--- src/rtl/lcd_tg_pkg.sv ---
package lcd_tg_pkg;
  localparam int REGW = 32;
  localparam int AW   = 3;
  localparam int HCW  = 12;
  localparam int VCW  = 12;
  localparam int PCDW = 10;
  localparam int DIVW = PCDW + 1;
  localparam int ACBW = 5;

  localparam logic [AW-1:0] ADR_HTIM = AW'(0);
  localparam logic [AW-1:0] ADR_VTIM = AW'(1);
  localparam logic [AW-1:0] ADR_PTIM = AW'(2);
  localparam logic [AW-1:0] ADR_CTRL = AW'(3);
  localparam logic [AW-1:0] ADR_BASE = AW'(4);
  localparam logic [AW-1:0] ADR_IEN  = AW'(5);
  localparam logic [AW-1:0] ADR_ICLR = AW'(6);

  typedef struct packed {
    logic [5:0] ppl;
    logic [7:0] hsw;
    logic [7:0] hfp;
    logic [7:0] hbp;
  } htim_t;

  typedef struct packed {
    logic [9:0] lpp;
    logic [5:0] vsw;
    logic [7:0] vfp;
    logic [7:0] vbp;
  } vtim_t;

  typedef struct packed {
    logic [PCDW-1:0] pcd;
    logic            bypass;
    logic [ACBW-1:0] acb;
    logic            inv_hs;
    logic            inv_vs;
    logic            inv_de;
    logic            launch_fall;
  } ptim_t;

  // horizontal boundaries, all in pixel ticks from line start
  function automatic logic [HCW-1:0] h_sync_end(logic [7:0] hsw);
    return HCW'(hsw) + HCW'(1);
  endfunction

  function automatic logic [HCW-1:0] h_act_first(logic [7:0] hsw, logic [7:0] hbp);
    return HCW'(hsw) + HCW'(hbp) + HCW'(2);
  endfunction

  function automatic logic [HCW-1:0] h_act_end(logic [HCW-1:0] first, logic [5:0] ppl);
    return first + ((HCW'(ppl) + HCW'(1)) << 4);
  endfunction

  function automatic logic [HCW-1:0] h_total(logic [HCW-1:0] act_end, logic [7:0] hfp);
    return act_end + HCW'(hfp) + HCW'(1);
  endfunction

  // vertical boundaries, porches are exact counts
  function automatic logic [VCW-1:0] v_sync_end(logic [5:0] vsw);
    return VCW'(vsw) + VCW'(1);
  endfunction

  function automatic logic [VCW-1:0] v_act_first(logic [VCW-1:0] sync_end, logic [7:0] vbp);
    return sync_end + VCW'(vbp);
  endfunction

  function automatic logic [VCW-1:0] v_act_end(logic [VCW-1:0] first, logic [9:0] lpp);
    return first + VCW'(lpp) + VCW'(1);
  endfunction

  function automatic logic [VCW-1:0] v_total(logic [VCW-1:0] act_end, logic [7:0] vfp);
    return act_end + VCW'(vfp);
  endfunction

  function automatic logic [DIVW-1:0] pclk_divisor(logic byp, logic [PCDW-1:0] pcd);
    return byp ? DIVW'(1) : (DIVW'(pcd) + DIVW'(2));
  endfunction
endpackage

--- src/rtl/lcd_tg_cfg.sv ---
module lcd_tg_cfg
  import lcd_tg_pkg::*;
(
  input  logic            clk,
  input  logic            rst_n,
  input  logic            wr_en,
  input  logic [AW-1:0]   wr_addr,
  input  logic [REGW-1:0] wr_data,
  output htim_t           htim,
  output vtim_t           vtim,
  output ptim_t           ptim,
  output logic            run,
  output logic            pwr,
  output logic            base_wr,
  output logic            ien_wr,
  output logic            clr_wr
);
  always_ff @(posedge clk or negedge rst_n) begin
    if (!rst_n) begin
      htim <= '0;
      vtim <= '0;
      ptim <= '0;
      run  <= 1'b0;
      pwr  <= 1'b0;
    end else if (wr_en) begin
      case (wr_addr)
        ADR_HTIM: htim <= '{ppl: wr_data[7:2], hsw: wr_data[15:8],
                            hfp: wr_data[23:16], hbp: wr_data[31:24]};
        ADR_VTIM: vtim <= '{lpp: wr_data[9:0], vsw: wr_data[15:10],
                            vfp: wr_data[23:16], vbp: wr_data[31:24]};
        ADR_PTIM: ptim <= '{pcd: {wr_data[31:27], wr_data[4:0]},
                            bypass: wr_data[26], acb: wr_data[10:6],
                            inv_hs: wr_data[12], inv_vs: wr_data[11],
                            inv_de: wr_data[14], launch_fall: wr_data[13]};
        ADR_CTRL: begin
          run <= wr_data[0];
          pwr <= wr_data[1];
        end
        default: ;
      endcase
    end
  end

  assign base_wr = wr_en && (wr_addr == ADR_BASE);
  assign ien_wr  = wr_en && (wr_addr == ADR_IEN);
  assign clr_wr  = wr_en && (wr_addr == ADR_ICLR);
endmodule

--- src/rtl/lcd_tg_pclk.sv ---
module lcd_tg_pclk
  import lcd_tg_pkg::*;
(
  input  logic            clk,
  input  logic            rst_n,
  input  logic            run,
  input  logic            bypass,
  input  logic [PCDW-1:0] pcd,
  output logic            tick
);
  logic [DIVW-1:0] divisor;
  logic [DIVW-1:0] cnt_q;
  logic            period_done;

  assign divisor     = pclk_divisor(bypass, pcd);
  assign period_done = (cnt_q >= divisor - DIVW'(1));
  assign tick        = run && period_done;

  always_ff @(posedge clk or negedge rst_n) begin
    if (!rst_n)           cnt_q <= '0;
    else if (!run)        cnt_q <= '0;
    else if (period_done) cnt_q <= '0;
    else                  cnt_q <= cnt_q + DIVW'(1);
  end

  // with a real divider two enables are never adjacent
  a_r4_tick_gap: assert property (@(posedge clk) disable iff (!rst_n)
    (tick && !bypass) |=> (!tick || bypass));
endmodule

--- src/rtl/lcd_tg_raster.sv ---
module lcd_tg_raster
  import lcd_tg_pkg::*;
(
  input  logic            clk,
  input  logic            rst_n,
  input  logic            run,
  input  logic            tick,
  input  htim_t           htim,
  input  vtim_t           vtim,
  input  logic [ACBW-1:0] acb,
  output logic [HCW-1:0]  hcnt,
  output logic [VCW-1:0]  vcnt,
  output logic            in_hs,
  output logic            in_vs,
  output logic            in_de,
  output logic            line_end,
  output logic            frame_end,
  output logic            acb_lvl
);
  logic [HCW-1:0]  h_first, h_end, h_tot;
  logic [VCW-1:0]  v_sync, v_first, v_end, v_tot;
  logic            h_last, v_last;
  logic [ACBW-1:0] acb_cnt;

  assign h_first = h_act_first(htim.hsw, htim.hbp);
  assign h_end   = h_act_end(h_first, htim.ppl);
  assign h_tot   = h_total(h_end, htim.hfp);
  assign v_sync  = v_sync_end(vtim.vsw);
  assign v_first = v_act_first(v_sync, vtim.vbp);
  assign v_end   = v_act_end(v_first, vtim.lpp);
  assign v_tot   = v_total(v_end, vtim.vfp);

  assign h_last    = (hcnt >= h_tot - HCW'(1));
  assign v_last    = (vcnt >= v_tot - VCW'(1));
  assign line_end  = run && tick && h_last;
  assign frame_end = line_end && v_last;

  assign in_hs = (hcnt < h_sync_end(htim.hsw));
  assign in_vs = (vcnt < v_sync);
  assign in_de = (hcnt >= h_first) && (hcnt < h_end) &&
                 (vcnt >= v_first) && (vcnt < v_end);

  always_ff @(posedge clk or negedge rst_n) begin
    if (!rst_n) begin
      hcnt    <= '0;
      vcnt    <= '0;
      acb_cnt <= '0;
      acb_lvl <= 1'b0;
    end else if (!run) begin
      hcnt    <= '0;
      vcnt    <= '0;
      acb_cnt <= '0;
      acb_lvl <= 1'b0;
    end else if (tick) begin
      if (h_last) begin
        hcnt <= '0;
        vcnt <= v_last ? '0 : vcnt + VCW'(1);
        if (acb_cnt >= acb) begin
          acb_cnt <= '0;
          acb_lvl <= ~acb_lvl;
        end else begin
          acb_cnt <= acb_cnt + ACBW'(1);
        end
      end else begin
        hcnt <= hcnt + HCW'(1);
      end
    end
  end

  // counters are cleared while stopped
  a_r2_idle_zero: assert property (@(posedge clk) disable iff (!rst_n)
    !run |=> (hcnt == '0 && vcnt == '0));
  // each line restarts at pixel zero
  a_r3_line_wrap: assert property (@(posedge clk) disable iff (!rst_n)
    line_end |=> (hcnt == '0));
  // active region never overlaps a sync region
  a_r6_de_not_in_sync: assert property (@(posedge clk) disable iff (!rst_n)
    in_de |-> (!in_hs && !in_vs));
  // bias level only changes at the end of a line
  a_r9_bias_at_line_end: assert property (@(posedge clk) disable iff (!rst_n)
    (run && !line_end) |=> $stable(acb_lvl));
endmodule

--- src/rtl/lcd_tg_base_irq.sv ---
module lcd_tg_base_irq
  import lcd_tg_pkg::*;
(
  input  logic            clk,
  input  logic            rst_n,
  input  logic            base_wr,
  input  logic [REGW-1:2] base_wdata,
  input  logic            ien_wr,
  input  logic            clr_wr,
  input  logic            flag_bit,
  input  logic            frame_end,
  output logic [REGW-1:0] active_base,
  output logic            raw,
  output logic            masked
);
  logic [REGW-1:2] next_q, act_q;
  logic            pend_q, ien_q, raw_q;
  logic            latch;

  assign latch = frame_end && pend_q;

  always_ff @(posedge clk or negedge rst_n) begin
    if (!rst_n) begin
      next_q <= '0;
      act_q  <= '0;
      pend_q <= 1'b0;
      ien_q  <= 1'b0;
      raw_q  <= 1'b0;
    end else begin
      if (base_wr) begin
        next_q <= base_wdata;
        pend_q <= 1'b1;
      end else if (latch) begin
        pend_q <= 1'b0;
      end
      if (latch) act_q <= next_q;
      if (latch)                     raw_q <= 1'b1;
      else if (clr_wr && flag_bit)   raw_q <= 1'b0;
      if (ien_wr) ien_q <= flag_bit;
    end
  end

  assign active_base = {act_q, 2'b00};
  assign raw         = raw_q;
  assign masked      = raw_q && ien_q;

  // a base hand-over always raises the status bit
  a_r10_status_set: assert property (@(posedge clk) disable iff (!rst_n)
    latch |=> raw_q);
  // the active base moves only at a hand-over
  a_r10_base_hold: assert property (@(posedge clk) disable iff (!rst_n)
    !latch |=> $stable(act_q));
  // a one written to the clear register drops the status
  a_r12_clear: assert property (@(posedge clk) disable iff (!rst_n)
    (clr_wr && flag_bit && !latch) |=> !raw_q);
endmodule

--- src/rtl/lcd_raster_timer.sv ---
module lcd_raster_timer
  import lcd_tg_pkg::*;
(
  input  logic            clk_i,
  input  logic            rst_ni,
  input  logic            wr_en_i,
  input  logic [AW-1:0]   wr_addr_i,
  input  logic [REGW-1:0] wr_data_i,
  output logic            hsync_o,
  output logic            vsync_o,
  output logic            de_o,
  output logic            pclk_en_o,
  output logic            launch_fall_o,
  output logic            ac_bias_o,
  output logic [HCW-1:0]  hcount_o,
  output logic [VCW-1:0]  vcount_o,
  output logic [REGW-1:0] base_addr_o,
  output logic            irq_raw_o,
  output logic            irq_o
);
  htim_t htim;
  vtim_t vtim;
  ptim_t ptim;
  logic  run, pwr, base_wr, ien_wr, clr_wr;
  logic  tick, in_hs, in_vs, in_de, line_end, frame_end, acb_lvl;
  logic  drive;

  lcd_tg_cfg u_cfg (
    .clk(clk_i), .rst_n(rst_ni), .wr_en(wr_en_i), .wr_addr(wr_addr_i),
    .wr_data(wr_data_i), .htim(htim), .vtim(vtim), .ptim(ptim),
    .run(run), .pwr(pwr), .base_wr(base_wr), .ien_wr(ien_wr), .clr_wr(clr_wr)
  );

  lcd_tg_pclk u_pclk (
    .clk(clk_i), .rst_n(rst_ni), .run(run), .bypass(ptim.bypass),
    .pcd(ptim.pcd), .tick(tick)
  );

  lcd_tg_raster u_raster (
    .clk(clk_i), .rst_n(rst_ni), .run(run), .tick(tick), .htim(htim),
    .vtim(vtim), .acb(ptim.acb), .hcnt(hcount_o), .vcnt(vcount_o),
    .in_hs(in_hs), .in_vs(in_vs), .in_de(in_de), .line_end(line_end),
    .frame_end(frame_end), .acb_lvl(acb_lvl)
  );

  lcd_tg_base_irq u_base_irq (
    .clk(clk_i), .rst_n(rst_ni), .base_wr(base_wr),
    .base_wdata(wr_data_i[REGW-1:2]), .ien_wr(ien_wr), .clr_wr(clr_wr),
    .flag_bit(wr_data_i[0]), .frame_end(frame_end),
    .active_base(base_addr_o), .raw(irq_raw_o), .masked(irq_o)
  );

  assign drive         = pwr && run;
  assign hsync_o       = ptim.inv_hs ^ (drive && in_hs);
  assign vsync_o       = ptim.inv_vs ^ (drive && in_vs);
  assign de_o          = ptim.inv_de ^ (drive && in_de);
  assign ac_bias_o     = drive && acb_lvl;
  assign launch_fall_o = pwr && ptim.launch_fall;
  assign pclk_en_o     = tick;

  // with power off nothing toggles on the panel pins
  a_r8_power_gate: assert property (@(posedge clk_i) disable iff (!rst_ni)
    !pwr |-> (!ac_bias_o && (de_o == ptim.inv_de) && (hsync_o == ptim.inv_hs)));
  // no pixel enable while stopped
  a_r2_no_tick_stopped: assert property (@(posedge clk_i) disable iff (!rst_ni)
    !run |-> !pclk_en_o);
endmodule

--- config.mk ---
export PLATFORM = sky130hd
export DESIGN_NAME = lcd_raster_timer
export DESIGN_NICKNAME = d
export VERILOG_FILES = /design/src/rtl/lcd_tg_pkg.sv /design/src/rtl/lcd_tg_cfg.sv /design/src/rtl/lcd_tg_pclk.sv /design/src/rtl/lcd_tg_raster.sv /design/src/rtl/lcd_tg_base_irq.sv /design/src/rtl/lcd_raster_timer.sv
export SDC_FILE = /design/constraint.sdc
export NUM_CORES = 1
export LEC_CHECK = 0
export BUFFER_PORTS_ARGS = -buffer_cell sky130_fd_sc_hd__buf_4
export CORE_MARGIN = 2
export CORE_UTILIZATION = 25
export DETAILED_ROUTE_END_ITERATION = 8
export PLACE_DENSITY = 0.4
export SETUP_SLACK_MARGIN = 0.15
export SYNTH_ARGS = -nofsm -noshare
export SYNTH_HDL_FRONTEND = slang
export SYNTH_SLANG_ARGS = --single-unit
export TNS_END_PERCENT = 20
--- constraint.sdc ---
create_clock -name clk_i -period 9.1 [get_ports clk_i]
set_clock_uncertainty 0.15 [all_clocks]
set_input_delay 0.91 -clock clk_i [delete_from_list [all_inputs] [get_ports clk_i]]
set_output_delay 0.91 -clock clk_i [all_outputs]
set_load 0.02 [all_outputs]
Yosys cells after proc, flatten, opt, wreduce, memory -nomap -nowiden --
Cells that the tools add are included.
Cells by class: equality and inequality tests 9, add/sub/neg operators 20, muxes and demuxes 22, reduce and logical (&&, ||, !) cells 28, magnitude comparators 10, bitwise logic cells 4
Operators by type and width (count):
- 12-bit two-way mux | 7
- 12-bit by 1-bit adder with 12-bit output, second input constant | 4
- 12-bit >= comparator | 4
- 12-bit less-than comparator | 4
- 12-bit by 8-bit adder with 12-bit output | 3
- 11-bit two-way mux | 3
- 12-bit by 1-bit subtractor with 12-bit output, second input constant | 2
- 5-bit two-way mux | 4
- 1-bit logical AND | 19
- 6-bit by 1-bit adder with 7-bit output, second input constant | 2
- 12-bit by 10-bit adder with 12-bit output | 1
- 12-bit adder | 1
- 12-bit by 2-bit adder with 12-bit output, second input constant | 1
- 10-bit by 2-bit adder with 11-bit output, second input constant | 1
- 11-bit by 1-bit adder with 11-bit output, second input constant | 1
- 11-bit >= comparator | 1
- 11-bit by 1-bit subtractor with 11-bit output, second input constant | 1
- 2-bit AND reduction | 5
- 8-bit by 1-bit adder with 9-bit output, second input constant | 1
- 8-bit by 8-bit adder with 9-bit output | 1
- 3-bit == test, second input constant | 3
- 1-bit two-way mux | 8
- 3-bit by 2-bit == test with 1-bit output, second input constant | 2
- 2-bit by 1-bit != test with 1-bit output, second input constant | 3
- other kinds (8) | 11
Storage, ports and cells: bits in registers 188, input bits 38, word-level logic and storage cells 120

Depth between registers and ports, before layout --
depth in word-level cells 12, mapped depth 32, gate-level depth less buffers 30

Cells and area by module --
From an unflattened synthesis, not the netlist that was laid out.
Second synthesis, totals: cells, all modules 1207, area total of the unflattened synthesis 12966.2 sq um
By module, submodules not included:
- lcd_tg_raster | times used 1, area each 5894.4 sq um, cells an instance 729
- lcd_tg_cfg | times used 1, area each 3296.9 sq um, cells an instance 185
- lcd_tg_base_irq | times used 1, area each 2488.6 sq um, cells an instance 139
- lcd_tg_pclk | times used 1, area each 1229.9 sq um, cells an instance 146
- lcd_raster_timer | times used 1, area each 56.3 sq um, cells an instance 8

Worst setup path before layout --
OpenSTA, ideal clock, no wires.
kind register -> register, from reg u_cfg.vtim[16] (netlist name), to reg u_raster.vcnt[2], path slack 3.099 ns, buffers on the path 3, stages on the path, launching flop included 32, data arrival time 5.786 ns, clock period less this slack 6.001 ns, cells stage by stage dfrtp_1 > ha_1 > ha_1 > a21o_1 > a21oi_1 > o21bai_1 > a21oi_1 > xnor2_1 > ha_1 > clkbuf_2 > nor3_1 > and4_1 > nor3_1 > xnor2_1 > or2_2 > ha_1 > a21oi_1 > o21ai_0 > a21o_1 > a21oi_1 > xor2_1 > ha_1 > a21oi_1 > nand2_1 > a21oi_1 > a21oi_1 > o31ai_1 > clkbuf_1 > nand3_1 > clkbuf_1 > nor3b_1 > a21o_1
On the way: longest elaborated chain between the ends 11
RTL lines:
- 6-bit by 1-bit adder with 7-bit output | line lcd_tg_pkg.sv:61 | return VCW'(vsw) + VCW'(1);
- 12-bit by 8-bit adder with 12-bit output | line lcd_tg_pkg.sv:65 | return sync_end + VCW'(vbp);
- 12-bit by 10-bit adder with 12-bit output | line lcd_tg_pkg.sv:69 | return first + VCW'(lpp) + VCW'(1);
- 12-bit by 1-bit adder with 12-bit output | line lcd_tg_pkg.sv:69
- 12-bit by 8-bit adder with 12-bit output | line lcd_tg_pkg.sv:73 | return act_end + VCW'(vfp);
- 12-bit by 1-bit subtractor with 12-bit output | line lcd_tg_raster.sv:34 | assign v_last = (vcnt >= v_tot - VCW'(1));
- 12-bit >= comparator | line lcd_tg_raster.sv:34
- 12-bit two-way mux | line lcd_tg_raster.sv:57 | vcnt <= v_last ? '0 : vcnt + VCW'(1);
- 12-bit two-way mux | line lcd_tg_raster.sv:55 | if (h_last) begin
- 12-bit two-way mux | line lcd_tg_raster.sv:54 | end else if (tick) begin
- 12-bit two-way mux | line lcd_tg_raster.sv:49 | end else if (!run) begin
- to (signal assigned) | line lcd_tg_raster.sv:57
- to (decl) | line lcd_tg_raster.sv:12 | output logic [VCW-1:0] vcnt,
No other way between the ends. The select of a mux whose other input is x is not followed. A chain may end at the register's enable or synchronous reset.

Worst setup path in the final report --
from reg u_cfg.vtim[18] (netlist name), to reg u_base_irq.act_q[24] (netlist bit)
On the way: longest elaborated chain between the ends 9
RTL lines:
- 6-bit by 1-bit adder with 7-bit output | line lcd_tg_pkg.sv:61
- 12-bit by 8-bit adder with 12-bit output | line lcd_tg_pkg.sv:65
- 12-bit by 10-bit adder with 12-bit output | line lcd_tg_pkg.sv:69
- 12-bit by 1-bit adder with 12-bit output | line lcd_tg_pkg.sv:69
- 12-bit by 8-bit adder with 12-bit output | line lcd_tg_pkg.sv:73
- 12-bit by 1-bit subtractor with 12-bit output | line lcd_tg_raster.sv:34
- 12-bit >= comparator | line lcd_tg_raster.sv:34
- 1-bit logical AND | line lcd_tg_raster.sv:36 | assign frame_end = line_end && v_last;
- 1-bit logical AND | line lcd_tg_base_irq.sv:20 | assign latch = frame_end && pend_q;
- to (signal assigned) | line lcd_tg_base_irq.sv:36 | if (latch) act_q <= next_q;
- to (decl) | line lcd_tg_base_irq.sv:16 | logic [REGW-1:2] next_q, act_q;
No other way between the ends.

==> results.cfg <==
[clock_network]
cts_hold_buf = 0
tritoncts = done
path_clk_slew_ns = 0.09
postCtsSetupBuffers = 0
ctsResizeCount = 0
clockBufferDepth = 2
root_buffer = clkbuf_16
h-tree-depth = 4
cts_made_buffers = 17
clock_latency_ns = 0.47
clock_sinks = 188

[layout]
fin_nets = 1499
layout-drive-gt1-share = 0.221
area_growth_syn_to_layout_pct = 17.8
antenna_cells = 0
fin_util = 0.299

[floorplan]
num_io_pins = 102
rows = 81
die_y_um = 227
die_w_um = 227
start_util = 0.254
coreArea_um2 = 49000
dieArea_um2 = 51500

[worst_setup_path]
r2r_setup_slack_ns = 2.20
critical_path.startpoint_type = flip-flop
arrival_ns = 7.09
path_buf_inv = 2
path_common_cell = a21oi_1
rr_startpoint = u_cfg.vtim[18]
crit_required_ns = 9.30
slowest_stage = dfrtp_1
critPathTopFamily = simple AND/OR/NAND/NOR gates
critical_path_class = flip-flop to flip-flop
critPathCaptureType = flip-flop
reg2reg_to = u_base_irq.act_q[24]
critPathMaxStageDelay_ns = 0.45
worst_r2r_path_depth = 30
crit_fanout = 31

[logic_synthesis]
synthAdderAreaFrac = 0.167
post-synth-top-count-cell = dfrtp_1
synth_cell_types = 63
synth_compound_area_frac = 0.109
netlist.top_cell.by_area = dfrtp_1
synthXorXnorAreaFrac = 0.0712
synth_edf_count = 0
synth_seq_cells = 188
synth_area_leaders = dfrtp_1 (38%), ha_1 (16%), mux2_2 (12%), xor2_1 (3.6%), xnor2_1 (3.4%)
synth_warnings = 0
netlist_instances = 1199
netlist_area_um2 = 12400
synth_area_per_cell_um2 = 10.4
synth_commonest_cells = dfrtp_1 (188), ha_1 (155), mux2_2 (131)
synth_ff_type = dfrtp_1
synthSimpleGateAreaFrac = 0.117
synth.mux.area_fraction = 0.120
yosysSeqAreaShare = 0.379
yosysTopAreaCellShare = 0.379
synth_top_family_by_area = adder cells
synthArstFlopShare = 1.00

[detailed_routing]
wl_per_cell_um = 18.1
drt_iter0_markers = 317
vias_per_cell = 4.52
postRouteAntennaNets = 0
vias = 8943
dr.pass1.iters = 5
post-route-drc-count = 0
wirelength_um = 35900

[worst_hold_path]
min_path_type = primary input to async pin

[global_route]
grt_max_degree = 87
overflow = 0
grt_pass1_vias = 8962
antenna_found_initial = 0
grt_util_all_layers = 0.144
grt_pass1_wl_um = 55100

[timing]
worstMarginPinSlew_ns = 0.770
slew_viol_final = 0
period_share = 0.758
maxSlewHeadroom = 0.487
final-setup-viol-count = 0
final.setup.tns_ns = 0
finalHoldViolations = 0
fmax_mhz = 145
rsz0062_at_grt = no
fin_crit_ns = 6.90

[placement]
place.gp.congestion = 0.774
portBuffers = 99
hpwl_um = 28100

[run]
cap_violations = 0

[outcome]
outcome = completed

[pwr]
power.density_nw_per_um2 = 358
p_leak_nw = 6.98
ir_worst_vdd_mv = 0.169
## through the flow
step,std cells,cell area [um^2],setup WS (ns),hold WS [ns],total power [mW]
finish,1977,14600,2.20,0.306,5.24
global placement,1945,14000,2.28,0.332,4.45
CTS,1977,14600,2.11,0.350,5.33
floorplan,1200,12400,3.10,0.300,3.71
detailed placement,1945,14000,2.21,0.335,4.47
global route,1977,14600,1.67,0.358,5.84
## cell usage in the layout, fill, tap and decap left out, types with 6 or more instances in the layout
master	count
nand3_1	48
o21bai_1	16
clkbuf_16	17
nand2b_1	16
xor2_1	51
nand4_1	6
fa_1	6
or3_1	8
nand2_1	52
a211oi_1	7
nor2b_1	17
o21ai_0	63
a21o_1	25
nor3_1	16
o21a_1	11
nor3b_1	7
mux2_2	131
nor2_1	56
buf_4	110
dfrtp_1	188
ha_1	155
xnor2_1	48
a21oi_1	62
and3_1	19
inv_1	88
## final cells by class
type / instances / area (um^2)
Timing Repair Buffer: 111 / 840
Clock inverter: 15 / 215
Clock buffer: 17 / 425
Tap cell: 664 / 831
Fill cell: 5082 / 34300
Multi-Input combinational cell: 893 / 7270
Inverter: 89 / 334
Sequential cell: 188 / 4700
## how the worst max path moves through the flow
| stage | cells past startpoint | slack (ns) | endpoint | startpoint |
|---|---|---|---|---|
| 2_1_floorplan | 31 | 3.10 | u_raster.vcnt[2] | u_cfg.vtim[16] |
| 3_3_place_gp | 32 | 2.28 | u_base_irq.act_q[22] | u_cfg.vtim[16] |
| 3_5_place_dp | 30 | 2.21 | u_base_irq.act_q[22] | u_cfg.vtim[18] |
| 4_1_cts | 24 | 2.11 | de_o | u_cfg.htim[16] |
| 5_1_grt | 28 | 1.67 | de_o | u_cfg.htim[16] |
| 6_report | 30 | 2.20 | u_base_irq.act_q[24] | u_cfg.vtim[18] |
## logic make-up (layout without fill, tap and decap cells)
logic type,Yosys count,in the layout
AOI/OAI and AO/OA,217,217
DFF,188,188
buffers and inverters,119,232
and+or+nand+nor,280,280
adders and majority gates,162,162
xor gates and xnor gates,100,100
muxes,132,132
other,1,2
## power by group
| group | total, mW | leakage, nW | switching, mW | internal (mW) |
|---|---|---|---|---|
| combinational | 3.36 | 4.28 | 1.84 | 1.52 |
| clock | 0.817 | 0.309 | 0.430 | 0.387 |
| sequential | 1.06 | 2.39 | 0.111 | 0.952 |
| total | 5.24 | 6.98 | 2.38 | 2.86 |
## layer usage
layer | share of wire | GRT usage
met2 | 0.46 | 0.233
met1 | 0.49 | 0.196
met3 | 0.026 | 0.0253
met4 | 0.021 | 0.0441
met5 | 0 | 0
## registers in the layout (all words and copies together), names as in the netlist
name,flops
u_base_irq.act_q,30
u_base_irq.ien_q,1
u_base_irq.next_q,30
u_base_irq.pend_q,1
u_base_irq.raw,1
u_cfg.htim,30
u_cfg.ptim,20
u_cfg.pwr,1
u_cfg.run,1
u_cfg.vtim,32
u_pclk.cnt_q,11
u_raster.acb_cnt,5
u_raster.acb_lvl,1
u_raster.hcnt,12
u_raster.vcnt,12
Note: power is estimated with default switching activity, not from simulation.
